--- src/rtl/ccd_timer_pkg.sv ---
package ccd_timer_pkg;

  typedef enum logic [2:0] {
    SQ_IDLE,
    SQ_LEAD,
    SQ_GATE,
    SQ_TRAIL,
    SQ_LCLP,
    SQ_READ
  } seq_state_e;

  // Channel bundle bit positions
  localparam int unsigned W_P1  = 4;
  localparam int unsigned W_P2  = 3;
  localparam int unsigned W_LST = 2;
  localparam int unsigned W_RST = 1;
  localparam int unsigned W_CLP = 0;

endpackage

--- src/rtl/ccd_line_seq.sv ---
module ccd_line_seq
  import ccd_timer_pkg::*;
#(
  parameter int unsigned HALF_CYC  = 3,
  parameter int unsigned GATE_CYC  = 200,
  parameter int unsigned GUARD_CYC = 40,
  parameter int unsigned CLP_CYC   = 1,
  parameter int unsigned NPIX_W    = 13,
  localparam int unsigned PER_CYC  = 2 * HALF_CYC,
  localparam int unsigned PH_W     = (PER_CYC > 2) ? $clog2(PER_CYC) : 1,
  localparam int unsigned MAX_T    = (GATE_CYC > GUARD_CYC) ?
                                     ((GATE_CYC > CLP_CYC) ? GATE_CYC : CLP_CYC) :
                                     ((GUARD_CYC > CLP_CYC) ? GUARD_CYC : CLP_CYC),
  localparam int unsigned TMR_W    = $clog2(MAX_T + 1)
) (
  input  logic              clk,
  input  logic              rst_n,
  input  logic              trig,
  input  logic              cfg_lc,
  input  logic              cfg_sk,
  input  logic [NPIX_W-1:0] cfg_np,
  output seq_state_e        state,
  output logic [PH_W-1:0]   phase,
  output logic              lc_q,
  output logic              sk_q,
  output logic              trig_lost
);

  localparam logic [TMR_W-1:0] GUARD_END = TMR_W'(GUARD_CYC - 1);
  localparam logic [TMR_W-1:0] GATE_END  = TMR_W'(GATE_CYC - 1);
  localparam logic [TMR_W-1:0] CLP_END   = TMR_W'(CLP_CYC - 1);
  localparam logic [PH_W-1:0]  PH_END    = PH_W'(PER_CYC - 1);

  seq_state_e        st_q, st_d;
  logic [TMR_W-1:0]  tmr_q, tmr_d;
  logic [PH_W-1:0]   ph_q, ph_d;
  logic [NPIX_W-1:0] pix_q, pix_d;
  logic [NPIX_W-1:0] np_q;
  logic              cfg_ld;
  logic              tmr_en, rd_en;
  logic              np_zero;

  assign np_zero = (np_q == '0);

  // Next-state logic
  always_comb begin
    st_d   = st_q;
    tmr_d  = tmr_q + 1'b1;
    ph_d   = ph_q;
    pix_d  = pix_q;
    cfg_ld = 1'b0;
    tmr_en = 1'b1;
    rd_en  = 1'b0;
    unique case (st_q)
      SQ_IDLE: begin
        tmr_d = '0;
        if (trig) begin
          st_d   = SQ_LEAD;
          cfg_ld = 1'b1;
        end
      end
      SQ_LEAD: begin
        if (tmr_q == GUARD_END) begin
          st_d  = SQ_GATE;
          tmr_d = '0;
        end
      end
      SQ_GATE: begin
        if (tmr_q == GATE_END) begin
          st_d  = SQ_TRAIL;
          tmr_d = '0;
        end
      end
      SQ_TRAIL: begin
        if (tmr_q == GUARD_END) begin
          tmr_d = '0;
          rd_en = 1'b1;
          ph_d  = '0;
          pix_d = '0;
          if (lc_q)         st_d = SQ_LCLP;
          else if (np_zero) st_d = SQ_IDLE;
          else              st_d = SQ_READ;
        end
      end
      SQ_LCLP: begin
        if (tmr_q == CLP_END) begin
          tmr_d = '0;
          st_d  = np_zero ? SQ_IDLE : SQ_READ;
        end
      end
      SQ_READ: begin
        tmr_en = 1'b0;
        rd_en  = 1'b1;
        if (ph_q == PH_END) begin
          ph_d = '0;
          if (pix_q == np_q - 1'b1) st_d  = SQ_IDLE;
          else                      pix_d = pix_q + 1'b1;
        end else begin
          ph_d = ph_q + 1'b1;
        end
      end
      default: st_d = SQ_IDLE;
    endcase
  end

  // Registers
  always_ff @(posedge clk or negedge rst_n) begin
    if (!rst_n) begin
      st_q  <= SQ_IDLE;
      tmr_q <= '0;
      ph_q  <= '0;
      pix_q <= '0;
      lc_q  <= 1'b0;
      sk_q  <= 1'b0;
      np_q  <= '0;
    end else begin
      st_q <= st_d;
      if (tmr_en) tmr_q <= tmr_d;
      if (rd_en) begin
        ph_q  <= ph_d;
        pix_q <= pix_d;
      end
      if (cfg_ld) begin
        lc_q <= cfg_lc;
        sk_q <= cfg_sk;
        np_q <= cfg_np;
      end
    end
  end

  assign state     = st_q;
  assign phase     = ph_q;
  assign trig_lost = trig && (st_q != SQ_IDLE);

endmodule

--- src/rtl/ccd_chan_wave.sv ---
module ccd_chan_wave
  import ccd_timer_pkg::*;
#(
  parameter int unsigned HALF_CYC = 3,
  parameter int unsigned RST_CYC  = 1,
  parameter int unsigned CLP_CYC  = 1,
  localparam int unsigned PER_CYC = 2 * HALF_CYC,
  localparam int unsigned PH_W    = (PER_CYC > 2) ? $clog2(PER_CYC) : 1
) (
  input  logic            clk,
  input  logic            rst_n,
  input  seq_state_e      state,
  input  logic [PH_W-1:0] phase,
  input  logic            skew,
  input  logic            line_clamp,
  output logic [4:0]      wave
);

  localparam logic [PH_W-1:0] HALF_V = PH_W'(HALF_CYC);
  localparam logic [PH_W:0]   RST_V  = (PH_W + 1)'(RST_CYC);
  localparam logic [PH_W:0]   CLPE_V = (PH_W + 1)'(RST_CYC + CLP_CYC);

  logic [PH_W-1:0] ph_eff;
  logic [PH_W:0]   ph_x;
  logic            in_read, in_lclp;
  logic [4:0]      wave_d, wave_q;

  assign in_read = (state == SQ_READ);
  assign in_lclp = (state == SQ_LCLP);

  // Half-pixel rotation of the phase index
  always_comb begin
    if (!skew)               ph_eff = phase;
    else if (phase >= HALF_V) ph_eff = phase - HALF_V;
    else                     ph_eff = phase + HALF_V;
  end
  assign ph_x = {1'b0, ph_eff};

  always_comb begin
    wave_d        = '0;
    wave_d[W_P1]  = !in_read || (ph_eff < HALF_V);
    wave_d[W_P2]  = !wave_d[W_P1];
    wave_d[W_LST] = !wave_d[W_P1];
    wave_d[W_RST] = in_read && (ph_x < RST_V);
    wave_d[W_CLP] = in_lclp ||
                    (in_read && !line_clamp && (ph_x >= RST_V) && (ph_x < CLPE_V));
  end

  always_ff @(posedge clk or negedge rst_n) begin
    if (!rst_n) wave_q <= 5'b10000;
    else        wave_q <= wave_d;
  end

  assign wave = wave_q;

endmodule

--- src/rtl/ccd_sat_counter.sv ---
module ccd_sat_counter #(
  parameter int unsigned CNT_W = 8
) (
  input  logic             clk,
  input  logic             rst_n,
  input  logic             inc,
  output logic [CNT_W-1:0] count
);

  logic [CNT_W-1:0] cnt_q;
  logic             cnt_en;

  assign cnt_en = inc && (cnt_q != {CNT_W{1'b1}});

  always_ff @(posedge clk or negedge rst_n) begin
    if (!rst_n)      cnt_q <= '0;
    else if (cnt_en) cnt_q <= cnt_q + 1'b1;
  end

  assign count = cnt_q;

endmodule

--- src/rtl/ccd_line_timer.sv ---
module ccd_line_timer
  import ccd_timer_pkg::*;
#(
  parameter int unsigned HALF_CYC  = 3,
  parameter int unsigned GATE_CYC  = 200,
  parameter int unsigned GUARD_CYC = 40,
  parameter int unsigned RST_CYC   = 1,
  parameter int unsigned CLP_CYC   = 1,
  parameter int unsigned NPIX_W    = 13,
  parameter int unsigned OVR_W     = 8,
  localparam int unsigned PER_CYC  = 2 * HALF_CYC,
  localparam int unsigned PH_W     = (PER_CYC > 2) ? $clog2(PER_CYC) : 1
) (
  input  logic              clk,
  input  logic              rst_n,
  input  logic              line_trig,
  input  logic              cfg_line_clamp,
  input  logic              cfg_out_of_phase,
  input  logic [NPIX_W-1:0] cfg_npix,
  output logic              tg,
  output logic              ch1_p1,
  output logic              ch1_p2,
  output logic              ch1_last,
  output logic              ch1_rst,
  output logic              ch1_clp,
  output logic              ch2_p1,
  output logic              ch2_p2,
  output logic              ch2_last,
  output logic              ch2_rst,
  output logic              ch2_clp,
  output logic              line_busy,
  output logic [OVR_W-1:0]  overrun_cnt
);

  // Reset: asynchronous assertion, synchronous release
  logic [1:0] rsync_q;
  logic       arst_n;
  always_ff @(posedge clk or negedge rst_n) begin
    if (!rst_n) rsync_q <= 2'b00;
    else        rsync_q <= {rsync_q[0], 1'b1};
  end
  assign arst_n = rsync_q[1];

  seq_state_e      state;
  logic [PH_W-1:0] phase;
  logic            lc_act, skew_act, trig_lost;
  logic [4:0]      wave [2];
  logic            tg_q, busy_q;

  ccd_line_seq #(
    .HALF_CYC (HALF_CYC),
    .GATE_CYC (GATE_CYC),
    .GUARD_CYC(GUARD_CYC),
    .CLP_CYC  (CLP_CYC),
    .NPIX_W   (NPIX_W)
  ) u_seq (
    .clk      (clk),
    .rst_n    (arst_n),
    .trig     (line_trig),
    .cfg_lc   (cfg_line_clamp),
    .cfg_sk   (cfg_out_of_phase),
    .cfg_np   (cfg_npix),
    .state    (state),
    .phase    (phase),
    .lc_q     (lc_act),
    .sk_q     (skew_act),
    .trig_lost(trig_lost)
  );

  for (genvar ch = 0; ch < 2; ch++) begin : g_chan
    ccd_chan_wave #(
      .HALF_CYC(HALF_CYC),
      .RST_CYC (RST_CYC),
      .CLP_CYC (CLP_CYC)
    ) u_wave (
      .clk       (clk),
      .rst_n     (arst_n),
      .state     (state),
      .phase     (phase),
      .skew      ((ch == 1) ? skew_act : 1'b0),
      .line_clamp(lc_act),
      .wave      (wave[ch])
    );
  end

  ccd_sat_counter #(.CNT_W(OVR_W)) u_ovr (
    .clk  (clk),
    .rst_n(arst_n),
    .inc  (trig_lost),
    .count(overrun_cnt)
  );

  always_ff @(posedge clk or negedge arst_n) begin
    if (!arst_n) begin
      tg_q   <= 1'b0;
      busy_q <= 1'b0;
    end else begin
      tg_q   <= (state == SQ_GATE);
      busy_q <= (state != SQ_IDLE);
    end
  end

  assign tg        = tg_q;
  assign line_busy = busy_q;
  assign ch1_p1    = wave[0][W_P1];
  assign ch1_p2    = wave[0][W_P2];
  assign ch1_last  = wave[0][W_LST];
  assign ch1_rst   = wave[0][W_RST];
  assign ch1_clp   = wave[0][W_CLP];
  assign ch2_p1    = wave[1][W_P1];
  assign ch2_p2    = wave[1][W_P2];
  assign ch2_last  = wave[1][W_LST];
  assign ch2_rst   = wave[1][W_RST];
  assign ch2_clp   = wave[1][W_CLP];

endmodule

--- config.mk ---
export PLATFORM = sky130hd
export DESIGN_NAME = ccd_line_timer
export DESIGN_NICKNAME = d
export VERILOG_FILES = /design/src/rtl/ccd_timer_pkg.sv /design/src/rtl/ccd_line_seq.sv /design/src/rtl/ccd_chan_wave.sv /design/src/rtl/ccd_sat_counter.sv /design/src/rtl/ccd_line_timer.sv
export SDC_FILE = /design/constraint.sdc
export NUM_CORES = 1
export LEC_CHECK = 0
export BUFFER_PORTS_ARGS = -buffer_cell sky130_fd_sc_hd__buf_2
export CAP_MARGIN = 20
export CORE_ASPECT_RATIO = 0.9
export CORE_UTILIZATION = 63
export DETAILED_ROUTE_END_ITERATION = 8
export GPL_TIMING_DRIVEN = 0
export PLACE_DENSITY = 0.85
export SYNTH_ARGS = -nofsm -noshare
export SYNTH_HDL_FRONTEND = slang
export SYNTH_SLANG_ARGS = --single-unit
--- constraint.sdc ---
create_clock -name clk -period 3.5 [get_ports clk]
set_input_delay 0.7 -clock clk [delete_from_list [all_inputs] [get_ports clk]]
set_output_delay 0.7 -clock clk [all_outputs]
set_load 0.03 [all_outputs]
Word-level counts from Yosys, hierarchy flattened
Index checks and enable logic that the tools add are counted.
{"block": "op_classes", "order_cmp": 9, "n_eq_ne": 18, "addsub": 7, "n_mux": 27, "reduce_logical": 26}
{"cell": "2-to-1 mux 13 bit", "count": 3}
{"cell": "2-to-1 mux 3 bit", "count": 13}
{"cell": "one-hot mux 8 bit (4 select lines)", "count": 1}
{"cell": "one-hot mux 13 bit (2 select lines)", "count": 1}
{"cell": "2-to-1 mux 8 bit", "count": 3}
{"cell": "one-hot mux 3 bit (6 select lines)", "count": 1}
{"cell": "adder 8 x 1 -> 8 bit (second input constant)", "count": 2}
{"cell": "adder 13 x 1 -> 13 bit (second input constant)", "count": 1}
{"cell": "== test 13 bit", "count": 1}
{"cell": "zero test 13 bit", "count": 1}
{"cell": "subtractor 13 x 1 -> 13 bit (second input constant)", "count": 1}
{"cell": "< comparator 3 x 2 -> 1 bit (second input constant)", "count": 4}
{"cell": "inequality test 2 bit (second input constant)", "count": 5}
{"cell": "== test 3 bit (second input constant)", "count": 3}
{"cell": "logical AND 1 bit", "count": 9}
{"cell": "== test 8 x 6 -> 1 bit (second input constant)", "count": 1}
{"cell": "== test 8 bit (second input constant)", "count": 1}
{"cell": "zero test 8 bit", "count": 1}
{"cell": "inequality test 8 bit (second input constant)", "count": 1}
{"cell": "AND reduction 7 bit", "count": 1}
{"cell": "== test 3 x 2 -> 1 bit (second input constant)", "count": 2}
{"cell": ">= comparator 3 x 1 -> 1 bit (second input constant)", "count": 2}
{"cell": "< comparator 3 x 1 -> 1 bit (second input constant)", "count": 2}
{"cell": "inequality test 2 x 1 -> 1 bit (second input constant)", "count": 3}
{"cell": "other kinds (16)", "count": 24}
{"block": "word_totals", "wordCells": 100, "out_inout_bits": 20, "input_bits": 18, "reg_bits": 64}

Depth between registers and ports, before layout
Gate-level depths: netlist (run 1).
{"block": "depth", "depth_word": 7, "ltp_mapped": 12, "depth_no_buf": 9}

Hierarchy
A second synthesis (run 1) with hierarchy kept.
{"block": "hier_totals", "cells_unflattened": 404, "hier_area_um2": 3861.2}
{"mod": "ccd_line_seq", "area_per_inst_um2": 2613.8, "n_inst": 1, "cells_each": 280}
{"mod": "ccd_chan_wave", "area_per_inst_um2": 359.1, "n_inst": 2, "cells_each": 41}
{"mod": "ccd_sat_counter", "area_per_inst_um2": 407.9, "n_inst": 1, "cells_each": 34}
{"mod": "ccd_line_timer", "area_per_inst_um2": 121.4, "n_inst": 1, "cells_each": 8}

Least setup slack after synthesis (run 1)
No wires, ideal clock.
{"block": "synth_timing", "path_kind": "register -> register", "start": "register u_seq.np_q[0]", "end": "register u_seq.st_q[0] (netlist: u_seq.state[0])", "path_buffers": 3, "period_less_slack_ns": 2.567, "stages_incl_launch_ff": 13, "setup_time_ns": 0.126, "arrival_ns": 2.440, "slack_ns": 0.933, "path_cell_list": "dfrtp_1 -> inv_1 -> ha_1 -> buf_1 -> o21ba_1 -> a221oi_1 -> a41oi_1 -> nor4_2 -> and2_1 -> buf_6 -> buf_12 -> nor2_4 -> o32a_1"}
{"block": "synth_via", "elab_chain_cells": 5, "word_cells_on_any_way": 10, "classes_between": "add/sub: 1; eq/ne: 2; mux: 5; reduce/logical: 2"}
{"element": "start: declaration", "line": "ccd_line_seq.sv:38", "source": "logic [NPIX_W-1:0] np_q;"}
{"element": "start signal: assignment", "line": "ccd_line_seq.sv:126", "source": "np_q <= cfg_np;"}
{"element": "branches (longest 5 deep; another with subtractor 13 x 1 -> 13 bit)"}
{"element": "end signal: assignment", "line": "ccd_line_seq.sv:117", "source": "st_q <= st_d;"}
{"element": "end: declaration", "line": "ccd_line_seq.sv:34", "source": "seq_state_e st_q, st_d;"}
Parallel ways; which one is timed is not known. The select of a mux whose other input is x is not followed.
A chain may end at the register's enable or synchronous reset.

Worst setup path in the final report (run 1)
Ends and elaborated chain as after synthesis.

==> results.toml, run 1 <==
[synth]
async_flop_share = 1.00
ys_ff_latch = 62
yosysUniqueCellTypes = 60
synth-edff-count = 0
yosysSeqAreaShare = 0.450
syn_nets = 375
yosys_warnings = 0
synth.avg_cell_area_um2 = 9.95
yosys_most_used_dff = "dfrtp_1"
syn_area_um2 = 3450
postSynthCellCount = 347

[worst_hold_path]
hold_path_class = "in2async"

[power]
power_leakage_uw = 0.00188
p_per_area_nw_per_um2 = 429
p_int_uw = 1230
p_sw_uw = 459
pwr-share-seq = 0.476
switching_share = 0.271
p_clk_frac = 0.401
combPwrFrac = 0.123
peakVddDrop_uv = 538

[clock_tree]
cts_buffers = 9
root_buffer = "clkbuf_8"
clockBufferDepth = 2
ctsHoldBuffers = 0
clkLatencyLatePin_ps = 350
post_cts_resized = 0
clock_sinks = 62
htreeDepth = 3
cts_tree = "built"
clkTransAtPathRegs_ps = 70
post-cts-setup-buffer-count = 0

[route]
drt-wirelength-per-cell_um = 16.2
drtIter0Drc = 204
dr.pass1.iters = 5
dr_total_vias = 2863
ant_nets = 0
drc = 0
drt-total-wl_um = 7560
via_per_inst = 6.12

[worst_setup_path]
reg2regPathDepth = 12
cp_cell_sequence = "inv_1 > ha_1 > buf_1 > o21ba_1 > a221oi_1 > a41oi_1 > nor4_2 > and2_1 > buf_6 > buf_12 > nor2_4 > o32a_1"
cp.required_ps = 3720
end_kind = "flip-flop"
r2r_start = "u_seq.np_q[0]$_DFFE_PN0P_"
cp_max_fo = 10
worst_path_max_delay_cell = "dfrtp_1"
critPathKind = "reg2reg"
regToRegEndpoint = "u_seq.state[0]$_DFFE_PN0P_"
reg2reg_slack_ps = 620
start_kind = "flip-flop"
critical_path.max_stage_delay_ps = 470
arrival_ps = 3100

[timing]
fin_ws_ps = 617
relSlewSlack = 0.533
finClkSkew_ps = 13.2
tightestPinTransition_ps = 700
slew_viol_final = 0
hold_viol = 0
fin_crit_ps = 2880
tns_ps = 0
rsz0062_at_grt = "false"
fmax_mhz = 347
timing.hold.ws_ps = 119
min_period_over_period = 0.824
setup_viol = 0

[finish]
multiInputGateArea_um2 = 1750
antenna_cells = 0
final_common_cell = "dfrtp_1"
seqCellArea_um2 = 1560
fillCellCount = 380
nets = 424
mostFrequentLayoutCells = "dfrtp_1, buf_2, nand2_1, nor2_1, xor2_1"
drive_gt1_frac = 0.202
fin_cells = 468
area_growth_pct = 14.4

[die]
initial_core_util = 0.657
fp.dieH_um = 72.2
die_area_um2 = 5780
core_um2 = 5260
rows = 25
die_w_um = 80.0
io_pins = 38

[global_routing]
antenna_found_initial = 0
grt_max_degree = 32
grt_use_total = 0.298
grt_pass1_vias = 2666
grt_pass1_wl_um = 12900
overflow = 0

[place]
detailedPlace.worstSlack_ps = 654
dp_hpwl_um = 5300
io_buffers = 37
placed_cells = 452
globalplace.congestion = 0.878

[job]
maxCapViolCount = 0

[outcome]
status = "finished, final reports clean"
[worst max-delay path by stage]
stage / from / endpoint / cells past startpoint
after global routing: u_seq.np_q[0]$_DFFE_PN0P_ / u_seq.state[0]$_DFFE_PN0P_ / 12
after CTS: u_seq.np_q[0]$_DFFE_PN0P_ / u_seq.state[0]$_DFFE_PN0P_ / 12
after floorplan: u_seq.np_q[0]$_DFFE_PN0P_ / u_seq.state[0]$_DFFE_PN0P_ / 12
final: u_seq.np_q[0]$_DFFE_PN0P_ / u_seq.state[0]$_DFFE_PN0P_ / 12
after global placement: u_seq.np_q[0]$_DFFE_PN0P_ / u_seq.state[0]$_DFFE_PN0P_ / 12
after detailed placement: u_seq.np_q[0]$_DFFE_PN0P_ / u_seq.state[0]$_DFFE_PN0P_ / 12
[flip-flops by register name, summed over array words and instances, names as in the netlist]
| signal | cells |
|---|---|
| u_seq.pix_q | 13 |
| line_busy | 1 |
| u_seq.phase | 3 |
| u_seq.tmr_q | 8 |
| u_ovr.count | 8 |
| u_seq.sk_q | 1 |
| g_chan.u_wave.wave | 8 |
| u_seq.lc_q | 1 |
| u_seq.np_q | 13 |
| u_seq.state | 3 |
| rsync_q | 2 |
| tg | 1 |
[cell families after synthesis]
family                   Yosys count  share of synthesized area
AO/OA/AOI/OAI                     62                      0.126
adder cells (fa/ha/maj)           10                     0.0362
XOR/XNOR                          31                     0.0787
flip-flops                        62                      0.450
other                              1                    0.00109
AND/OR/NAND/NOR                  137                      0.215
buffers and inverters             28                     0.0417
multiplexers                      16                     0.0515
[routing by layer]
layer  wire [um]  GRT usage  vias up
li1            -          -     1355
met1        3370      0.404     1385
met2        3600      0.466      108
met3         458     0.0830       15
met4         137      0.101        0
met5           0          0        -
[area by class of cell]
class,instances,share of cell area
well taps,67,0.0212
plain buffers,18,0.0269
repair buffers,38,0.0519
clock inverters,4,0.0184
flip-flops and latches,62,0.394
inverters,10,0.00950
clock buffers,12,0.0342
multi-input cells,257,0.444
[stage by stage]
step | total power (uW) | cell area (um2) | util
after floorplan | 953 | 3450 | -
after global placement | 1010 | 3720 | 0.708
after detailed placement | 1030 | 3740 | 0.712
after CTS | 1700 | 3950 | 0.752
after global routing | 1750 | 3950 | 0.752
final | 1690 | 3950 | 0.752
[synth_stat cells, types with 3 or more instances]
master | number | area, um2
and2_1 | 8 | 50.1
a31oi_1 | 5 | 31.3
o21ai_0 | 3 | 15.0
nand4_1 | 9 | 56.3
ha_1 | 10 | 125
nor2_1 | 24 | 90.1
xor2_1 | 18 | 158
a21oi_1 | 14 | 70.1
nor4_1 | 3 | 18.8
mux2_2 | 14 | 158
o211ai_1 | 3 | 22.5
nand3_1 | 12 | 60.1
clkbuf_1 | 11 | 41.3
nand2_1 | 27 | 101
dfrtp_1 | 60 | 1500
nand2b_1 | 4 | 25.0
xnor2_1 | 13 | 114
and3_1 | 16 | 100
inv_1 | 10 | 37.5
o21ai_1 | 10 | 50.1
o31ai_1 | 4 | 30.0
a211oi_1 | 3 | 22.5
nor3_1 | 7 | 35.0
or3_1 | 11 | 68.8
[power groups by stage]
stage	combinational [uW]	clock [uW]	sequential, uW
6_report	209	678	806
5_1_grt	221	716	812
3_3_place_gp	194	0	821
4_1_cts	212	685	806
2_1_floorplan	61.6	0	892
3_5_place_dp	210	0	819
[critical path: cells and delay by family, from the launching register on]
kind,cells,cell delay (ps)
compound gates,4,920
fa+ha+maj,1,200
buf+inv,4,560
flops,1,470
simple gates,3,590
Note: power is estimated with default switching activity, not from simulation.
==> inputs of run 2 (changes only) <==
--- a/config.mk
+++ b/config.mk
@@ -5,13 +5,14 @@
 export SDC_FILE = /design/constraint.sdc
 export NUM_CORES = 1
 export LEC_CHECK = 0
+export ABC_AREA = 1
 export BUFFER_PORTS_ARGS = -buffer_cell sky130_fd_sc_hd__buf_2
 export CAP_MARGIN = 20
 export CORE_ASPECT_RATIO = 0.9
-export CORE_UTILIZATION = 63
+export CORE_UTILIZATION = 53
 export DETAILED_ROUTE_END_ITERATION = 8
 export GPL_TIMING_DRIVEN = 0
-export PLACE_DENSITY = 0.85
+export PLACE_DENSITY = 0.76
 export SYNTH_ARGS = -nofsm -noshare
 export SYNTH_HDL_FRONTEND = slang
 export SYNTH_SLANG_ARGS = --single-unit
==> constraint.sdc (replaced) <==
create_clock -name clk -period 2.54 [get_ports clk]
set_input_delay 0.508 -clock clk [delete_from_list [all_inputs] [get_ports clk]]
set_output_delay 0.508 -clock clk [all_outputs]
set_load 0.03 [all_outputs]
==> run 2 against run 1 <==
Compared with the run above: utilization shrank 12 points; routed wire length up 8.2%; combinational power grew to 7.9 times the previous value; global-route usage decreased by 4.8 points; register-to-register slack lost 290 ps; clock skew fell by 4.2 ps; clock-buffer cell count rose by 1; synthesized cell count up 39%; fmax up 30%; non-clock buffer count shrank 3.
==> results.toml, run 2 <==
[power]
p_per_area_nw_per_um2 = 951
power_leakage_uw = 0.00205
peakVddDrop_uv = 710

[die]
io_pins = 38
core_um2 = 6620
initial_core_util = 0.554
die_area_um2 = 7260
rows = 28
die_w_um = 89.7
fp.dieH_um = 80.9

[finish]
drive_gt1_frac = 0.147
multiInputGateArea_um2 = 1830
antenna_cells = 0
mostFrequentLayoutCells = "nand2_1, nor2_1, dfrtp_1, inv_1, buf_2"
area_growth_pct = 13.6
fillCellCount = 603
nets = 561
fin_cells = 627
postLayoutCellArea_um2 = 4170
reg.largest.list = "u_seq.np_q (13), u_seq.pix_q (13)"
seqCellArea_um2 = 1560
final_common_cell = "nand2_1"

[worst_setup_path]
r2r_start = "u_seq.np_q[0]$_DFFE_PN0P_"
critical_path.max_stage_delay_ps = 380
reg2reg_slack_ps = 330
regToRegEndpoint = "u_seq.pix_q[3]$_DFFE_PN0P_"
worst_path_max_delay_cell = "dfrtp_1"
start_kind = "flip-flop"
reg2regPathDepth = 14
crit_top_cell = "nand2_1"
cp_max_fo = 10
arrival_ps = 2450
cp.required_ps = 2780
end_kind = "flip-flop"
cp_cell_sequence = "inv_1 > ha_1 > nand2_2 > nor2_2 > nand2_1 > nand2_1 > nand2_1 > nand2_1 > nand2_1 > nor2_2 > nand3_4 > buf_2 > nand4_1 > nand2_1"
critPathKind = "reg2reg"

[clock_tree]
root_buffer = "clkbuf_8"
post-cts-setup-buffer-count = 0
cts_buffers = 9
htreeDepth = 3
cts_tree = "built"
clock_sinks = 62
clockBufferDepth = 2
clkTransAtPathRegs_ps = 70
clkLatencyLatePin_ps = 350

[synth]
synth_top_family_by_area = "simple AND/OR/NAND/NOR gates"
postSynthCellCount = 483
synth_area_leader_cell = "dfrtp_1"
synth.avg_cell_area_um2 = 7.59
synth_top_area_share = 0.409
yosysUniqueCellTypes = 38
syn_nets = 511
ys_ff_latch = 62
async_flop_share = 1.00
synth_compound_area_frac = 0.0560
yosysMostFrequentCell = "nand2_1"
synth_fa_ha_area_frac = 0.0341
yosys_warnings = 0
synthSimpleGateAreaFrac = 0.330
yosys_most_used_dff = "dfrtp_1"
syn_area_um2 = 3670
synth-edff-count = 0
yosysSeqAreaShare = 0.424
synth_area_leaders = "dfrtp_1, nand2_1, nor2_1"
synth_xor_area_frac = 0.0645
synth.cells.most_frequent = "nand2_1, nor2_1, dfrtp_1, inv_1, nand3_1"
synthMuxAreaShare = 0.0123

[route]
wl_met1_um = 3890
via_per_inst = 5.24
drt-total-wl_um = 8180
drt-wirelength-per-cell_um = 13.0
ant_nets = 0
wl_met2_um = 3710
dr.pass1.iters = 5
drtIter0Drc = 188
met3_length_um = 450
dr_total_vias = 3287
drc = 0
highest_layer = "met4"

[timing]
hold_viol = 0
slew_viol_final = 0
tightestPinTransition_ps = 525
finClkSkew_ps = 9.02
timing.hold.ws_ps = 251
fin_crit_ps = 2210
fmax_mhz = 452
relSlewSlack = 0.650
min_period_over_period = 0.871
rsz0062_at_grt = "false"
tns_ps = 0
setup_viol = 0

[global_routing]
grt_pass1_vias = 2962
overflow = 0
grt_max_degree = 39
grt_pass1_wl_um = 13600
grt_use_total = 0.250
antenna_found_initial = 0

[place]
dp_hpwl_um = 6000
globalplace.congestion = 0.924
io_buffers = 37
placed_cells = 611
post_dp_cell_area_um2 = 3990

[outcome]
status = "finished, final reports clean"

[worst_hold_path]
hold_path_class = "reg2async"

[job]
maxCapViolCount = 0
[run 2: changes by cell type after synthesis, sizes merged, moves of 5 or more]
cell    delta
mux2      -10
nand2     +92
nand4     +10
clkbuf     -5
nand3     +18
and3      -15
and2       -8
inv       +47
nor2      +60
or3       -11
[run 2: worst max path at each step]
stage,startpoint,to,slack [ps],depth (start not counted)
6_report,u_seq.np_q[0]$_DFFE_PN0P_,u_seq.pix_q[3]$_DFFE_PN0P_,330,14
5_1_grt,u_seq.np_q[0]$_DFFE_PN0P_,u_seq.pix_q[9]$_DFFE_PN0P_,110,15
4_1_cts,u_seq.np_q[0]$_DFFE_PN0P_,u_seq.pix_q[0]$_DFFE_PN0P_,350,15
3_5_place_dp,u_seq.np_q[0]$_DFFE_PN0P_,u_seq.pix_q[0]$_DFFE_PN0P_,360,15
2_1_floorplan,u_seq.np_q[0]$_DFFE_PN0P_,u_seq.pix_q[10]$_DFFE_PN0P_,660,15
3_3_place_gp,rsync_q[1]$_DFF_PN0_,u_seq.pix_q[3]$_DFFE_PN0P_,30,0
[run 2: what timing repair did]
| action | in CTS | in global routing |
|---|---|---|
| hold buffers | 1 | 0 |
| hold endpoints to repair | 2 | 0 |
| resized for setup | 0 | 0 |
[run 2: worst max-delay path: cells and delay by family, from the launching register on]
kind	cells	cell delay (ps)
flops	1	380
fa+ha+maj	1	250
buf+inv	2	380
simple gates	11	1090
[run 2: report_power, final]
group | leakage [uW] | switching [uW] | total (uW) | internal [uW]
registers | 0.000783 | 268 | 1520 | 1250
clock network | 0.0000893 | 379 | 778 | 399
logic | 0.00118 | 1090 | 1660 | 574
[run 2: through the flow]
| stage | total power [uW] | utilization | setup slack, ps |
|---|---|---|---|
| floorplan | 2760 | - | 664 |
| global placement | 3090 | 0.599 | 33.8 |
| detailed placement | 3190 | 0.602 | 360 |
| CTS | 3980 | 0.629 | 355 |
| global route | 4270 | 0.629 | 114 |
| finish | 3960 | 0.629 | 328 |
[run 2: area by class of cell]
class	instances	area share
Clock inverter	2	0.00240
Sequential cell	62	0.373
Clock buffer	13	0.0381
Tap cell	90	0.0270
Inverter	57	0.0514
Buffer	14	0.0177
Multi-Input combinational cell	350	0.438
Timing Repair Buffer	39	0.0517
[run 2: layer usage]
layer  up-vias  GRT usage
met2       104      0.392
met4         0     0.0984
met1      1527      0.333
met3        13     0.0620
met5         -          0
li1       1643          -
[run 2: kinds of logic (layout without fill, tap and decap cells)]
family	count (synthesis)	in the layout
multiplexers	4	4
AO/OA/AOI/OAI	37	37
other	1	1
flip-flops	62	62
adder cells (fa/ha/maj)	10	10
AND/OR/NAND/NOR	271	271
XOR/XNOR	27	27
buffers and inverters	71	125
==> inputs of run 3 (changes only) <==
--- a/config.mk
+++ b/config.mk
@@ -12,7 +12,7 @@
 export CORE_UTILIZATION = 53
 export DETAILED_ROUTE_END_ITERATION = 8
 export GPL_TIMING_DRIVEN = 0
-export PLACE_DENSITY = 0.76
+export PLACE_DENSITY = 0.79
 export SYNTH_ARGS = -nofsm -noshare
 export SYNTH_HDL_FRONTEND = slang
 export SYNTH_SLANG_ARGS = --single-unit
==> run 3 against run 2 <==
Compared with the run above: clock-buffer cell count fell by 2; cell area rose by 0.90%; first-iteration DRC count rose by 61%; register-to-register slack got worse by 110 ps; critical path type unchanged; highest routed layer unchanged.
==> results.toml, run 3 (synthesis results as in run 2) <==
[place]
dp_hpwl_um = 5800
globalplace.congestion = 0.959
post_dp_cell_area_um2 = 3990
io_buffers = 37

[route]
via_per_inst = 5.26
dr_total_vias = 3305
drt-wirelength-per-cell_um = 12.5
drc = 0
drtIter0Drc = 302
drt-total-wl_um = 7870
dr.pass1.iters = 5
ant_nets = 0

[worst_setup_path]
cp_max_fo = 10
worst_path_max_delay_cell = "dfrtp_1"
crit_buf_inv = 2
critPathKind = "reg2reg"
crit_top_cell = "nand2_1"
reg2reg_slack_ps = 220
crit_family = "simple AND/OR/NAND/NOR gates"
start_kind = "flip-flop"
arrival_ps = 2540
critical_path.max_stage_delay_ps = 380
cp.required_ps = 2770
cp_cell_sequence = "inv_1 > ha_1 > nand2_2 > nor2_2 > nand2_1 > nand2_1 > nand2_1 > nand2_1 > nand2_1 > nor2_2 > nand3_4 > buf_2 > nand4_1 > nand2_1"
end_kind = "flip-flop"

[job]
maxCapViolCount = 0

[timing]
tightestPinTransition_ps = 581
fin_crit_ps = 2320
slew_viol_final = 0
rsz0062_at_grt = "false"
finClkSkew_ps = 12.7
relSlewSlack = 0.612
tns_ps = 0
min_period_over_period = 0.912
hold_viol = 0
fmax_mhz = 431
setup_viol = 0

[finish]
final_common_cell = "nand2_1"
postLayoutCellArea_um2 = 4200
mostFrequentLayoutCells = "nand2_1, nor2_1, dfrtp_1, inv_1, buf_2"
multiInputGateArea_um2 = 1830
nets = 561
seqCellArea_um2 = 1560
reg.largest.list = "u_seq.np_q (13), u_seq.pix_q (13)"
drive_gt1_frac = 0.149
antenna_cells = 0
area_growth_pct = 14.6
fillCellCount = 578

[die]
core_um2 = 6620
die_w_um = 89.7
io_pins = 38
initial_core_util = 0.554
rows = 28
die_area_um2 = 7260
fp.dieH_um = 80.9

[clock_tree]
post-cts-setup-buffer-count = 0
clockBufferDepth = 2
cts_tree = "built"
clkLatencyLatePin_ps = 350
ctsHoldBuffers = 1
clkTransAtPathRegs_ps = 70
htreeDepth = 3
clock_sinks = 62
cts_buffers = 9
post_cts_resized = 0
root_buffer = "clkbuf_8"

[global_routing]
grt_max_degree = 35
antenna_found_initial = 0
overflow = 0
grt_pass1_wl_um = 13200
grt_use_total = 0.242
grt_pass1_vias = 2945

[power]
p_per_area_nw_per_um2 = 973
peakVddDrop_uv = 582
power_uw = 4090
power_leakage_uw = 0.00207

[worst_hold_path]
hold_path_class = "reg2async"

[outcome]
status = "finished, final reports clean"
[run 3: final cells by class]
class                   instances  area share
multi-input cells             350       0.434
flip-flops and latches         62       0.370
repair buffers                 39      0.0512
inverters                      57      0.0509
clock buffers                  11      0.0313
well taps                      90      0.0268
clock inverters                 5      0.0179
plain buffers                  14      0.0176
[run 3: worst reg2reg max path: cells and delay by family (launching register included)]
family	cells	cell delay [ps]
adder cells (fa/ha/maj)	1	240
flip-flops	1	380
buffers and inverters	2	380
AND/OR/NAND/NOR	11	1180
[run 3: final timing paths]
path / from / to / depth (start not counted)
worst max-delay path: u_seq.np_q[0]$_DFFE_PN0P_ / u_seq.pix_q[11]$_DFFE_PN0P_ / 14
worst min-delay path: rsync_q[1]$_DFF_PN0_ / u_seq.np_q[6]$_DFFE_PN0P_ / 0
worst max register to register: u_seq.np_q[0]$_DFFE_PN0P_ / u_seq.pix_q[11]$_DFFE_PN0P_ / 14
worst min register to register: rsync_q[1]$_DFF_PN0_ / u_seq.np_q[6]$_DFFE_PN0P_ / 0
max in group asynchronous: rsync_q[1]$_DFF_PN0_ / g_chan[0].u_wave.wave[4]$_DFF_PN1_ / 1
min in group clk: rsync_q[0]$_DFF_PN0_ / rsync_q[1]$_DFF_PN0_ / 0
[run 3: stage by stage]
step,hold WS [ps],setup slack [ps],cells,utilization
final,274,222,628,0.635
after global routing,349,3.40,628,0.635
after CTS,301,260,628,0.635
after detailed placement,293,334,611,0.602
after global placement,293,40.4,610,0.599
after floorplan,212,664,483,-
[run 3: power breakdown]
group | internal (uW) | total [uW] | switching [uW]
sequential | 1250 | 1520 | 270
combinational | 573 | 1640 | 1070
clock | 548 | 926 | 378
[run 3: routing by layer]
metal | global-route usage | part of all wire | vias to the layer above
met5 | 0 | 0 | -
met4 | 0.110 | 0.023 | 0
met3 | 0.0498 | 0.064 | 17
met2 | 0.372 | 0.44 | 108
met1 | 0.327 | 0.47 | 1535
li1 | - | - | 1645
